--- src/rtl/dock_loop_queue.sv ---
module dock_loop_queue #(
  parameter int IW    = 16,
  parameter int DEPTH = 4
) (
  input  logic          clk,
  input  logic          rst_n,
  input  logic          in_valid,
  input  logic [IW-1:0] in_data,
  output logic          in_ready,
  input  logic          oc_zero,
  input  logic          ex_done,
  output logic          ex_start,
  output logic          clr_inner,
  output logic          abort_hit,
  output logic          sealed,
  output logic          fifo_full,
  output logic          fifo_empty,
  output logic          deck_valid,
  output logic [IW-1:0] deck_data,
  output logic          retire
);
  localparam int AW   = (DEPTH > 1) ? $clog2(DEPTH) : 1;
  localparam int CW   = $clog2(DEPTH + 1);
  localparam int PROT = IW - 1;
  localparam int OLB  = IW - 2;
  localparam logic [1:0] K_SETOC = 2'b01, K_SEAL = 2'b10, K_ABORT = 2'b11;

  typedef enum logic [1:0] {X_IDLE, X_SKIP, X_GO, X_WAIT} xstate_t;

  logic [IW-1:0] mem [DEPTH];
  logic [AW-1:0] wp, rp;
  logic [CW-1:0] cnt;
  logic          rc_pend;
  xstate_t       xs;

  wire [1:0]    in_kind    = in_data[IW-3:IW-4];
  wire [IW-1:0] head       = mem[rp];
  wire [1:0]    head_kind  = head[IW-3:IW-4];
  wire          abort_ok   = deck_valid & ~deck_data[PROT];
  wire          seal_take  = in_valid & (in_kind == K_SEAL);
  wire          abort_take = in_valid & (in_kind == K_ABORT) & abort_ok;
  wire          push_in    = in_valid & ~in_kind[1] & ~sealed & ~fifo_full;
  wire          push_rc    = rc_pend & sealed & ~fifo_full;
  wire          push       = push_in | push_rc;
  wire [IW-1:0] push_d     = push_rc ? deck_data : in_data;
  wire          pop        = ~deck_valid & ~fifo_empty;
  wire          head_skip  = oc_zero & ~(head_kind == K_SETOC & ~head[OLB]);

  assign fifo_full  = (cnt == CW'(DEPTH));
  assign fifo_empty = (cnt == '0);
  assign in_ready   = (in_kind == K_SEAL)  ? 1'b1 :
                      (in_kind == K_ABORT) ? abort_ok :
                      (~sealed & ~fifo_full);
  assign ex_start   = (xs == X_GO) & ~abort_take;
  assign clr_inner  = (xs == X_SKIP);
  assign abort_hit  = abort_take;
  assign retire     = deck_valid & ~rc_pend & (xs == X_IDLE);

  always_ff @(posedge clk) begin
    if (push) mem[wp] <= push_d;
  end

  always_ff @(posedge clk) begin
    if (!rst_n) begin
      wp <= '0; rp <= '0; cnt <= '0;
    end else begin
      if (push) wp <= (wp == AW'(DEPTH - 1)) ? '0 : wp + 1'b1;
      if (pop)  rp <= (rp == AW'(DEPTH - 1)) ? '0 : rp + 1'b1;
      cnt <= cnt + CW'(push) - CW'(pop);
    end
  end

  always_ff @(posedge clk) begin
    if (!rst_n) begin
      sealed <= 1'b0;
    end else if (seal_take) begin
      sealed <= 1'b1;
    end else if (xs == X_SKIP) begin
      sealed <= 1'b0;
    end
  end

  always_ff @(posedge clk) begin
    if (!rst_n) begin
      deck_valid <= 1'b0;
      deck_data  <= '0;
      rc_pend    <= 1'b0;
      xs         <= X_IDLE;
    end else if (pop) begin
      deck_valid <= 1'b1;
      deck_data  <= head;
      rc_pend    <= head[OLB] & ~oc_zero;
      xs         <= head_skip ? X_SKIP : X_GO;
    end else if (retire) begin
      deck_valid <= 1'b0;
    end else begin
      if (push_rc) rc_pend <= 1'b0;
      case (xs)
        X_SKIP:  xs <= X_IDLE;
        X_GO:    xs <= abort_take ? X_IDLE : X_WAIT;
        X_WAIT:  if (abort_take || ex_done) xs <= X_IDLE;
        default: xs <= X_IDLE;
      endcase
    end
  end

  a_r7_abort_blocks_start: assert property (@(posedge clk) disable iff (!rst_n)
    abort_hit |-> !ex_start);
  a_r5_skip_no_start: assert property (@(posedge clk) disable iff (!rst_n)
    clr_inner |-> !ex_start);
  a_r2_seal_closes_gate: assert property (@(posedge clk) disable iff (!rst_n)
    (in_valid && in_kind == K_SEAL) |=> sealed);
  a_r3_sealed_blocks_entry: assert property (@(posedge clk) disable iff (!rst_n)
    (sealed && in_valid && !in_kind[1]) |-> !in_ready);
  a_r6_abort_needs_unprotected: assert property (@(posedge clk) disable iff (!rst_n)
    abort_hit |-> (deck_valid && !deck_data[PROT]));
  a_r3_no_overflow: assert property (@(posedge clk) disable iff (!rst_n)
    fifo_full |=> !$rose(fifo_empty) && (cnt <= CW'(DEPTH)));
  a_r8_one_start: assert property (@(posedge clk) disable iff (!rst_n)
    ex_start |=> !ex_start);
endmodule

--- config.mk ---
export PLATFORM = sky130hd
export DESIGN_NAME = dock_loop_queue
export DESIGN_NICKNAME = d
export VERILOG_FILES = /design/src/rtl/dock_loop_queue.sv
export SDC_FILE = /design/constraint.sdc
export NUM_CORES = 1
export LEC_CHECK = 0
export ABC_CLOCK_PERIOD_IN_PS = 3470
export CAP_MARGIN = 20
export CORE_UTILIZATION = 25
export CTS_CLUSTER_DIAMETER = 60
export DETAILED_ROUTE_END_ITERATION = 8
export PLACE_DENSITY = 0.43
export SLEW_MARGIN = 20
export SYNTH_ARGS = -nofsm -noshare
export SYNTH_HDL_FRONTEND = slang
export SYNTH_SLANG_ARGS = --single-unit
--- constraint.sdc ---
create_clock -name clk -period 3.47 [get_ports clk]
set_clock_uncertainty 0.2 [all_clocks]
set_input_delay 0.694 -clock clk [delete_from_list [all_inputs] [get_ports clk]]
set_output_delay 0.694 -clock clk [all_outputs]
set_load 0.1 [all_outputs]
## Yosys cells after proc, flatten, opt, wreduce, memory -nomap -nowiden

Memory sizes are Yosys's and may differ from the RTL's. A register that Yosys moved wholly into a read port is not among the register bits.
Index checks and enable logic that the tools add are counted.

| word-level totals | value |
|---|---|
| bits in registers | 28 |
| word-level logic and storage cells | 83 |
| memories | 1 |
| input port bits | 21 |
| bits in writable memories | 64 |

Memories:

| memory | words | width | read ports | clocked after memory_dff | wr ports | RTL line | source |
|---|---|---|---|---|---|---|---|
| mem | 4 | 16 | 1 | 1 | 1 | 30 | `logic [IW-1:0] mem [DEPTH];` |

| operators by class | value |
|---|---|
| add/sub/neg operators | 4 |
| bitwise logic cells | 29 |
| eq/ne operators | 11 |
| reduce and logical (&&, ||, !) cells | 8 |
| muxes and demuxes | 22 |

Operator list:

| cell | count |
|---|---|
| $mux 2 | 9 |
| $and 1x1->1 | 17 |
| $mux 16 | 1 |
| $eq 2x2->1 const B | 6 |
| $mux 1 | 11 |
| $not 1->1 | 11 |
| $reduce_bool 2->1 | 3 |
| $add 2x1->2 const B | 2 |
| $eq 2x1->1 const B | 2 |
| $pmux 2 s2 | 1 |
| $reduce_and 2->1 | 2 |
| $add 3x1->3 | 1 |
| $eq 3x3->1 const B | 1 |
| $logic_not 3->1 | 1 |
| $ne 3x3->1 const B | 1 |
| $sub 3x1->3 | 1 |
| $logic_not 2->1 | 1 |
| $ne 2x1->1 const B | 1 |
| $logic_or 1x1->1 | 1 |
| $or 1x1->1 | 1 |

## Longest topological paths before layout

Gate-level depths: netlist of run 1.

| depth | value |
|---|---|
| depth in word-level cells | 8 |
| mapped depth | 11 |
| gate-level depth less buffers | 10 |

## Worst setup path before layout of run 1

Ideal clock, no wire load.

| path | value |
|---|---|
| path type | register -> output |
| start | register cnt[2] |
| end | output in_ready |
| arrival time | 4.474 ns |
| data required time | 2.576 ns |
| slack | -1.898 ns |
| cell stages (with the launch flop) | 3 |
| cells stage by stage | dfxtp_1 nor3b_1 o31ai_1 |

| on the way | value |
|---|---|
| longest elaborated chain between the ends | 5 |

Ends and longest elaborated chain:

| element | RTL line | source |
|---|---|---|
| start, declared | 32 | `logic [CW-1:0] cnt;` |
| start signal, assigned | 69 | `cnt <= cnt + CW'(push) - CW'(pop);` |
| $eq 3x3->1 | 49 | `assign fifo_full = (cnt == CW'(DEPTH));` |
| net fifo_full | 16 | `output logic fifo_full,` |
| $not 1->1 | 53 | `(~sealed & ~fifo_full);` |
| $and 1x1->1 | 53 |  |
| $mux 1 | 52 | `(in_kind == K_ABORT) ? abort_ok :` |
| $mux 1 | 51 | `assign in_ready = (in_kind == K_SEAL) ? 1'b1 :` |
| end, declared | 9 | `output logic in_ready,` |

The timed path passes the listed nets, and every way through them passes these cells.

## Final worst setup path of run 1

| path | value |
|---|---|
| start | input in_valid |
| end | register cnt[2] |

| on the way | value |
|---|---|
| longest elaborated chain between the ends | 6 |

Ends and longest elaborated chain:

| element | RTL line | source |
|---|---|---|
| start, declared | 7 | `input logic in_valid,` |
| $and 1x1->1 (3 in series) | 42 | `wire push_in = in_valid & ~in_kind[1] & ~sealed & ~fifo_full;` |
| $or 1x1->1 | 44 | `wire push = push_in \| push_rc;` |
| $add 3x1->3 | 69 |  |
| $sub 3x1->3 | 69 |  |

No other way between the ends.
A chain may end at the register's enable or synchronous reset.

==> key figures, run 1 <==
Clock tree
  • H-tree lvl count: 3
  • CTS tree: built
  • CTS Root Cell: clkbuf_16
  • CTS Sinks: 94
  • Post-CTS Setup Inserts: 0
  • Clock-pin slew on the worst setup and hold paths: 0.07 ns
  • Post-CTS sizing: 0
  • Clock Latency Late Sink: 0.33 ns
  • CTS buffer count: 9
  • Longest Clk Path Bufs: 2
  • # hold bufs at CTS: 0

Setup path
  • Reg2Reg Depth: 10
  • WS Path Type: in -> reg
  • Crit path to: cnt[2]
  • Crit. Startpoint: in_valid
  • CP Launch Type: input pin
  • RR Endpoint: cnt[2]
  • Crit path max fanout: 2
  • Crit. End Element: flip-flop
  • FF-to-FF Start: sealed
  • Data arrival time of the critical path: 3.16 ns
  • Reg2reg setup slack: 0.82 ns
  • Required @ worst endpoint: 3.50 ns

Die
  • Die Span X: 125.6 um
  • Core ar.: 0.01470 mm^2
  • Starting Density: 0.2600
  • Die area: 0.01578 mm^2
  • Row count: 44
  • Die Ht: 125.6 um
  • IO Count: 46

Synthesis
  • EDFF count, synth: 64
  • Ys flop type: edfxtp_1
  • Mean post-synth cell area: 15.16 um^2
  • FFs w/ async S/R, synth: 0
  • Yosys reg bits: 94
  • Post-synth top area cell: edfxtp_1
  • Synth area leaders: edfxtp_1 (50%), dfxtp_1 (16%), mux4_2 (7.7%), mux2_2 (4.7%), a21boi_0 (3.7%)
  • Top cell type's share of synthesized area: 0.5029
  • Post-synthesis sequential area ratio: 0.6601
  • Cells after Synth: 252
  • Syn Std Cell Area: 0.003821 mm^2
  • Syn Nets: 281
  • Netlist cell types: 34
  • Synth warnings: 0

Run status
  • Status: complete, but fails checks
  • Failing checks: design-rule violations

Routing
  • Final WL: 7897 um
  • Number of routed nets with antenna violations: 0
  • Routed WL per cell: 15.83 um
  • Remaining routing DRC violations: 6
  • DR pass1 iterations: 7
  • Via count: 2195
  • DR vias/cell: 4.399
  • Drt initial violations: 98

Timing
  • Final Setup Violations: 0
  • FMAX: 0.3203 GHz
  • RSZ-0062 raised after global routing: no
  • Period minus WS final: 3.122 ns
  • Period utilisation layout: 0.8998
  • Fin Hold WS: 0.2788 ns
  • Rel. slew slack: 0.6490
  • Setup TNS Final: 0 ns
  • Slew @ Worst Pin: 0.5258 ns
  • Hold Fails Final Rpt: 0
  • Max-slew violations: 0

GRT
  • Initial antenna violation count: 0
  • Tot GR Track Use: 0.1098
  • First-pass GRT wire length: 12890 um
  • Vias in the first global route: 2276
  • GR Overflow Total: 0
  • Largest net degree at the start of global routing: 29

Hold path
  • Hold Crit Start: deck_data[7]
  • Hold Path Class: reg -> reg

Finish
  • Fin util: 0.3290
  • Area of the multi-input gates: 0.001259 mm^2
  • Commonest non-fill, non-tap cell in the layout: edfxtp_1
  • Synthesis-to-finish area growth: 26.56%
  • Most frequent cells in the layout: edfxtp_1 (64), nand2_1 (38), buf_4 (35), dfxtp_1 (29), clkdlybuf4s50_1 (20)
  • Fillers: 1454
  • Nets: 339
  • FF/Latch Area: 0.002524 mm^2
  • Post-route cell area: 0.004836 mm^2
  • Fraction of layout cells with a size suffix above 1: 0.2825
  • Diode count: 0

Power
  • Pwr Total: 4.234 mW
  • Leak Pwr: 1.675 nW
  • P per Cell Area: 875.5 mW/mm^2
  • Max IR drop VDD: 0.0004481 V

Placed design
  • PortBufs: 45
  • GP Congestion: 0.6888
  • Placed inst area: 0.004569 mm^2
  • Dpl hpwl: 4988 um

Flow run
  • Max_cap viols: 0
-- worst max-delay path, stage by stage --
cell and delay [ns]:
clkdlybuf4s50_1 0.47, or3b_2 0.45, a21oi_1 0.21, inv_1 0.06, ha_1 0.27, inv_1 0.04
ha_1 0.18, fa_1 0.37, xnor2_1 0.14, xnor2_1 0.12, and2_1 0.15
-- synth_stat cells (all sizes together) (2+ instances only) --
library cell  count
nor4              2
xnor2             2
nor3b             2
mux4             16
a21oi             2
nand3b            3
nor2              4
dfxtp            30
ha                7
a21boi           19
or3b              2
nand2            38
buf               4
and2              8
o21ai             2
clkbuf            7
mux2i             2
o21a              2
inv               9
edfxtp           64
nor2b             3
mux2             16
-- cell type report --
type | count | area share
multi-input cells | 138 | 0.2603
repair buffers | 58 | 0.1082
clock buffers | 9 | 0.04657
inverters | 9 | 0.006986
well taps | 184 | 0.04761
clock inverters | 7 | 0.008538
flip-flops and latches | 94 | 0.5219
-- per-stage QoR --
step | setup slack (ns) | std cells
floorplan | 0.02021 | 252
global placement | 0.002228 | 483
detailed placement | -0.02138 | 483
CTS | 0.3273 | 499
global route | 0.1633 | 499
finish | 0.3475 | 499
-- worst min-delay path by stage --
| stage | endpoint | cells past startpoint |
|---|---|---|
| 2_1_floorplan | flip-flop | 2 |
| 3_3_place_gp | deck_data[7] | 2 |
| 3_5_place_dp | deck_data[4] | 2 |
| 4_1_cts | deck_data[7] | 2 |
| 5_1_grt | deck_data[13] | 2 |
| 6_report | deck_data[7] | 2 |
-- state kept, by name (all words and copies together), names as in the netlist, named ones only --
| register | cells |
|---|---|
| cnt | 3 |
| deck_data | 16 |
| deck_valid | 1 |
| mem | 64 |
| rc_pend | 1 |
| rp | 2 |
| sealed | 1 |
| wp | 2 |
| xs | 2 |
-- metal layers --
layer	vias to the layer above	GRT usage	part of all wire
met1	1092	0.1458	0.47
met2	45	0.1742	0.48
met3	9	0.01997	0.035
met5	-	0	0
met4	0	0.05165	0.011
li1	1049	-	-
-- cells by family after synthesis --
| kind of cell | count (synthesis) | share of synthesized area |
|---|---|---|
| buffers and inverters | 20 | 0.02227 |
| AND/OR/NAND/NOR | 66 | 0.08317 |
| AO/OA/AOI/OAI | 28 | 0.05207 |
| adder cells (fa/ha/maj) | 8 | 0.02816 |
| flip-flops | 94 | 0.6601 |
| XOR/XNOR | 2 | 0.004585 |
| multiplexers | 34 | 0.1496 |
-- power breakdown --
part / internal (mW) / total, mW / switching (mW)
sequential: 1.37 / 1.52 / 0.154
combinational: 0.534 / 1.83 / 1.29
clock: 0.479 / 0.885 / 0.405
Power figures use the tool's default switching activity.
==> run 2, diff against run 1 <==
--- a/config.mk
+++ b/config.mk
@@ -9,7 +9,9 @@
 export CAP_MARGIN = 20
 export CORE_UTILIZATION = 25
+export CTS_BUF_LIST = sky130_fd_sc_hd__clkbuf_16
 export CTS_CLUSTER_DIAMETER = 60
 export DETAILED_ROUTE_END_ITERATION = 8
 export PLACE_DENSITY = 0.43
+export SKIP_CTS_REPAIR_TIMING = 1
 export SLEW_MARGIN = 20
 export SYNTH_ARGS = -nofsm -noshare
--- a/constraint.sdc
+++ b/constraint.sdc
@@ -3,3 +3,3 @@
 set_input_delay 0.694 -clock clk [delete_from_list [all_inputs] [get_ports clk]]
 set_output_delay 0.694 -clock clk [all_outputs]
-set_load 0.1 [all_outputs]
+set_load 0.02 [all_outputs]
==> run 2 against run 1 <==
Compared with the run above: the run still ends with design-rule violations left; die area did not move; via count fell by 0.36%; register-to-register slack barely moved; critical path type is now in -> out; critical endpoint is now ex_start; core utilization fell by 0.18 points.
==> key figures, run 2 (synthesis results as in run 1) <==
Setup path
  • Crit. End Element: output port
  • FF-to-FF Start: sealed
  • CP Launch Type: input pin
  • RR Endpoint: cnt[2]
  • Required @ worst endpoint: 2.58 ns
  • Data arrival time of the critical path: 2.30 ns
  • Reg2reg setup slack: 0.82 ns
  • WS Path Type: in -> out
  • Crit path to: ex_start
  • Crit path max fanout: 4
  • Reg2Reg Depth: 10
  • Crit. Startpoint: in_data[13]

Hold path
  • Hold Path Class: reg -> reg

Placed design
  • Placement Setup Slack: -0.01814 ns
  • Dpl hpwl: 5190 um
  • GP Congestion: 0.7068
  • PortBufs: 45

Finish
  • Fraction of layout cells with a size suffix above 1: 0.1815
  • Reg with most FFs: mem
  • Top flop regs: mem x64, deck_data x16, cnt x3
  • Synthesis-to-finish area growth: 25.87%
  • Diode count: 0
  • Commonest non-fill, non-tap cell in the layout: edfxtp_1
  • Most frequent cells in the layout: edfxtp_1 (64), clkdlybuf4s50_1 (45), nand2_1 (38), dfxtp_1 (30), a21boi_0 (19)
  • Nets: 338
  • Largest register FFs: 64

Run status
  • Status: complete, but fails checks
  • Failing checks: design-rule violations

GRT
  • Tot GR Track Use: 0.1128
  • Vias in the first global route: 2316
  • Largest net degree at the start of global routing: 29
  • First-pass GRT wire length: 13060 um
  • Initial antenna violation count: 0
  • GR Overflow Total: 0

Timing
  • Hold Fails Final Rpt: 0
  • FMAX: 0.3133 GHz
  • Slew @ Worst Pin: 0.6734 ns
  • Rel. slew slack: 0.5504
  • Max-slew violations: 0
  • RSZ-0062 raised after global routing: no
  • Final Setup Violations: 0
  • Period utilisation layout: 0.9198
  • Period minus WS final: 3.192 ns
  • Fin Hold WS: 0.2770 ns
  • Setup TNS Final: 0 ns
  • Worst setup margin: 0.2784 ns

Clock tree
  • CTS tree: built
  • CTS Sinks: 94
  • H-tree lvl count: 3
  • CTS Root Cell: clkbuf_16
  • Longest Clk Path Bufs: 2
  • Clock-pin slew on the worst setup and hold paths: 0.06 ns
  • CTS buffer count: 9
  • Clock Latency Late Sink: 0.33 ns

Power
  • Max IR drop VDD: 0.0002657 V
  • Pwr Total: 3.518 mW
  • P per Cell Area: 731.5 mW/mm^2
  • Leak Pwr: 1.614 nW

Die
  • Core ar.: 0.01470 mm^2
  • Starting Density: 0.2600
  • Die area: 0.01578 mm^2
  • Row count: 44
  • Die Span X: 125.6 um
  • Die Ht: 125.6 um
  • IO Count: 46

Routing
  • Number of routed nets with antenna violations: 0
  • Remaining routing DRC violations: 3
  • DR vias/cell: 4.392
  • Routed WL per cell: 16.48 um
  • DR pass1 iterations: 6
  • Final WL: 8205 um
  • Via count: 2187
  • Drt initial violations: 121

Flow run
  • Max_cap viols: 0
==> run 2: layer usage <==
metal  vias up  GRT usage  part of all wire
met2        33     0.1853              0.49
met1      1094     0.1430              0.47
met3        12    0.02209             0.027
met5         -          0                 0
met4         0    0.05380             0.018
li1       1048          -                 -
==> run 2: worst max-delay path, stage by stage <==
cell and delay [ns]:
clkdlybuf4s50_1 0.52, buf_4 0.14, nand2_1 0.08, o21ai_0 0.24
nor2_1 0.07, clkdlybuf4s50_1 0.55
==> run 2: how the worst min path moves through the flow <==
stage | startpoint | endpoint | slack, ns | cells past startpoint
after detailed placement | deck_data[9] | deck_data[9] | 0.27 | 2
final | deck_data[9] | deck_data[9] | 0.28 | 2
after global placement | deck_data[11] | deck_data[11] | 0.27 | 2
after global routing | deck_data[5] | deck_data[5] | 0.30 | 2
after CTS | deck_data[9] | deck_data[9] | 0.28 | 2
after floorplan | rp[1] | flip-flop | 0.27 | 2
==> run 2: report_power, final <==
part	total (mW)	switching (mW)	internal [mW]
logic	1.10	0.573	0.530
registers	1.52	0.152	1.37
clock network	0.897	0.416	0.481
total	3.52	1.14	2.38
==> run 2: per-stage QoR <==
stage	instance area [um^2]	instances	utilization
2_1_floorplan	3821	252	-
3_3_place_gp	4543	482	0.3091
3_5_place_dp	4543	482	0.3091
4_1_cts	4810	498	0.3272
5_1_grt	4810	498	0.3272
6_report	4810	498	0.3272
==> run 2: cell type report <==
| cell class | instances | area (um^2) |
|---|---|---|
| well taps | 184 | 230.2 |
| clock inverters | 7 | 41.29 |
| fillers | 1438 | 9889 |
| inverters | 9 | 33.78 |
| clock buffers | 9 | 225.2 |
| flip-flops and latches | 94 | 2522 |
| multi-input cells | 138 | 1216 |
| repair buffers | 57 | 540.5 |
==> run 3, diff against run 2 <==
Settings changed: ABC_AREA from default to 1, ABC_CLOCK_PERIOD_IN_PS 3470 to 4000.
Clock period 3.47 ns to 4 ns, I/O delays scaled along.
==> run 3 against run 2 <==
Compared with the run above: the run now ends clean; highest routed layer unchanged; largest cell class unchanged; worst hold slack better by 0.039 ns; die area increased by 1.7%; synthesized area up 1.7%.
==> key figures, run 3 <==
Routing
  • DR pass1 iterations: 4
  • Via count: 2762
  • Met3 WL post-DR: 515 um
  • Routed WL per cell: 14.92 um
  • Post-Route M1 WL: 4535 um
  • Number of routed nets with antenna violations: 0
  • Drt initial violations: 145
  • Final WL: 9413 um
  • Remaining routing DRC violations: 0
  • DR top layer: met4
  • DR vias/cell: 4.377
  • Routed wl met2: 4241 um

Clock tree
  • Clock-pin slew on the worst setup and hold paths: 0.06 ns
  • H-tree lvl count: 3
  • CTS buffer count: 9
  • Longest Clk Path Bufs: 2
  • CTS tree: built
  • CTS Sinks: 94
  • CTS Root Cell: clkbuf_16
  • Clock Latency Late Sink: 0.35 ns

Setup path
  • Worst path max stage delay: 0.52 ns
  • Reg2Reg Depth: 12
  • Slowest-stage cell, CP: clkdlybuf4s50_1
  • Cell mode on critical path: nand2_1
  • WS Path Type: in -> out
  • Crit. End Element: output port
  • Required @ worst endpoint: 3.00 ns
  • Crit path max fanout: 4
  • Crit-path leading delay family: buffers and inverters
  • RR Endpoint: cnt[2]
  • Crit path to: ex_start
  • FF-to-FF Start: cnt[1]
  • Data arrival time of the critical path: 2.23 ns
  • CP Launch Type: input pin
  • Crit-path cells: clkdlybuf4s50_1, nand2_1, nor2_1, nand2_1, nand2_1, inv_1, clkdlybuf4s50_1
  • Reg2reg setup slack: 1.47 ns
  • Crit path buf inv count: 3
  • Crit. Startpoint: in_data[13]
  • Crit path depth: 7

Finish
  • Top flop regs: mem x64, deck_data x16, cnt x3
  • Fillers: 1573
  • Commonest non-fill, non-tap cell in the layout: nand2_1
  • Layout Cells excl Fill: 631
  • Diode count: 0
  • Post-route cell area: 0.004818 mm^2
  • Synthesis-to-finish area growth: 23.95%
  • Nets: 467
  • Reg with most FFs: mem
  • Largest register FFs: 64
  • Most frequent cells in the layout: nand2_1 (73), nor2_1 (68), edfxtp_1 (64), o21ai_0 (47), clkdlybuf4s50_1 (45)
  • Fraction of layout cells with a size suffix above 1: 0.07223
  • Fin util: 0.3170

Synthesis
  • Synth area leaders: edfxtp_1 (49%), dfxtp_1 (15%), nand2_1 (7.0%), nor2_1 (6.6%), o21ai_0 (6.1%)
  • Compound-cell area share of the yosys netlist: 0.1011
  • Top-count cell post-synth: nand2_1
  • Multiplexer area fraction after synthesis: 0
  • Largest family of logic cells by synthesized area: simple AND/OR/NAND/NOR gates
  • Top cell type's share of synthesized area: 0.4944
  • Yosys reg bits: 94
  • Synth Area in Adders: 0.02768
  • Post-synth top area cell: edfxtp_1
  • Synth warnings: 0
  • EDFF count, synth: 64
  • Post-synthesis sequential area ratio: 0.6489
  • Netlist cell types: 25
  • Synth Area in Simple Gates: 0.1638
  • Xor/xnor share of the synthesized area: 0
  • Mean post-synth cell area: 10.02 um^2
  • Syn Std Cell Area: 0.003887 mm^2
  • FFs w/ async S/R, synth: 0
  • Ys flop type: edfxtp_1
  • Cells after Synth: 388
  • Syn Nets: 417
  • Top cells by instance count after synthesis: nand2_1 (73), nor2_1 (68), edfxtp_1 (64), o21ai_0 (47), inv_1 (31)

Die
  • Starting Density: 0.2557
  • Core ar.: 0.01520 mm^2
  • Die Span X: 126.7 um
  • Die Ht: 126.7 um
  • IO Count: 46
  • Row count: 45
  • Die area: 0.01605 mm^2

Power
  • Clock power frac: 0.237
  • Pint: 2.053 mW
  • P_sw: 1.225 mW
  • Leak Pwr: 1.864 nW
  • Pwr Total: 3.278 mW
  • P per Cell Area: 680.3 mW/mm^2
  • Flop pwr share: 0.391
  • Switch share: 0.3738
  • Logic gate share of total power: 0.373
  • Max IR drop VDD: 0.0003363 V

Placed design
  • Dpl hpwl: 5716 um
  • Placed inst area: 0.004552 mm^2
  • Placement Setup Slack: 0.7763 ns
  • Placed Cells: 615
  • PortBufs: 45
  • GP Congestion: 0.6788

GRT
  • First-pass GRT wire length: 15070 um
  • Vias in the first global route: 2768
  • Tot GR Track Use: 0.1274
  • Largest net degree at the start of global routing: 34
  • Initial antenna violation count: 0
  • GR Overflow Total: 0

Timing
  • Period utilisation layout: 0.8079
  • FMAX: 0.3094 GHz
  • Period minus WS final: 3.232 ns
  • Fin Hold WS: 0.3163 ns
  • Max-slew violations: 0
  • Worst setup margin: 0.7683 ns
  • Rel. slew slack: 0.6054
  • Final Setup Violations: 0
  • Setup TNS Final: 0 ns
  • Hold Fails Final Rpt: 0
  • RSZ-0062 raised after global routing: no
  • Slew @ Worst Pin: 0.5900 ns

Run status
  • Status: finished clean

Hold path
  • Hold Path Class: reg -> reg

Flow run
  • Max_cap viols: 0
-- run 3: changes by cell type after synthesis, sizes merged, moves of 8 or more --
cell / before / now
a21boi: 19 / 0
and2: 8 / 0
buf: 4 / 13
inv: 9 / 37
mux2: 16 / 0
mux4: 16 / 0
nand2: 38 / 74
nand3: 0 / 15
nor2: 4 / 68
o21ai: 2 / 49
o22ai: 1 / 13
-- run 3: worst reg2reg max path: cells and delay by family, from the launching register on --
kind / cells / cell delay [ns]
buffers and inverters: 4 / 0.41
AND/OR/NAND/NOR: 5 / 0.65
flip-flops: 1 / 0.36
adder cells (fa/ha/maj): 3 / 0.84
-- run 3: how the worst min path moves through the flow --
stage               cells after the start     from  slack (ns)        end
floorplan                               2    rp[1]        0.28  flip-flop
global placement                        2    rp[1]        0.29      rp[1]
detailed placement                      2  rc_pend        0.31    rc_pend
CTS                                     2    rp[1]        0.32      rp[1]
global route                            2    rp[1]        0.36  flip-flop
finish                                  2    rp[1]        0.32      rp[1]
-- run 3: power groups by stage --
stage	clock [mW]	sequential (mW)	combinational, mW
2_1_floorplan	0	1.37	0.725
3_3_place_gp	0	1.30	1.24
3_5_place_dp	0	1.30	1.25
4_1_cts	0.800	1.28	1.26
5_1_grt	0.837	1.30	1.40
6_report	0.775	1.28	1.22
-- run 3: layout make-up --
cell class                 count  area [um^2]  share of cell area
tap                          188        235.2             0.04882
multi-input combinational    242         1137              0.2360
clock buffer                   9        225.2             0.04674
clock inverter                 7        41.29            0.008569
sequential                    94         2522              0.5235
timing repair buffer          54        518.0              0.1075
inverter                      37        138.9             0.02882
-- run 3: logic make-up (layout without fill, tap and decap cells) --
group	count (synthesis)	count (layout)
AND/OR/NAND/NOR	161	161
flip-flops	94	94
AO/OA/AOI/OAI	73	73
buffers and inverters	52	107
adder cells (fa/ha/maj)	8	8
-- run 3: metal layers --
metal / track usage / vias up
met2: 0.1999 / 62
met1: 0.1619 / 1292
li1: - / 1398
met5: 0 / -
met4: 0.04132 / 0
met3: 0.04808 / 10
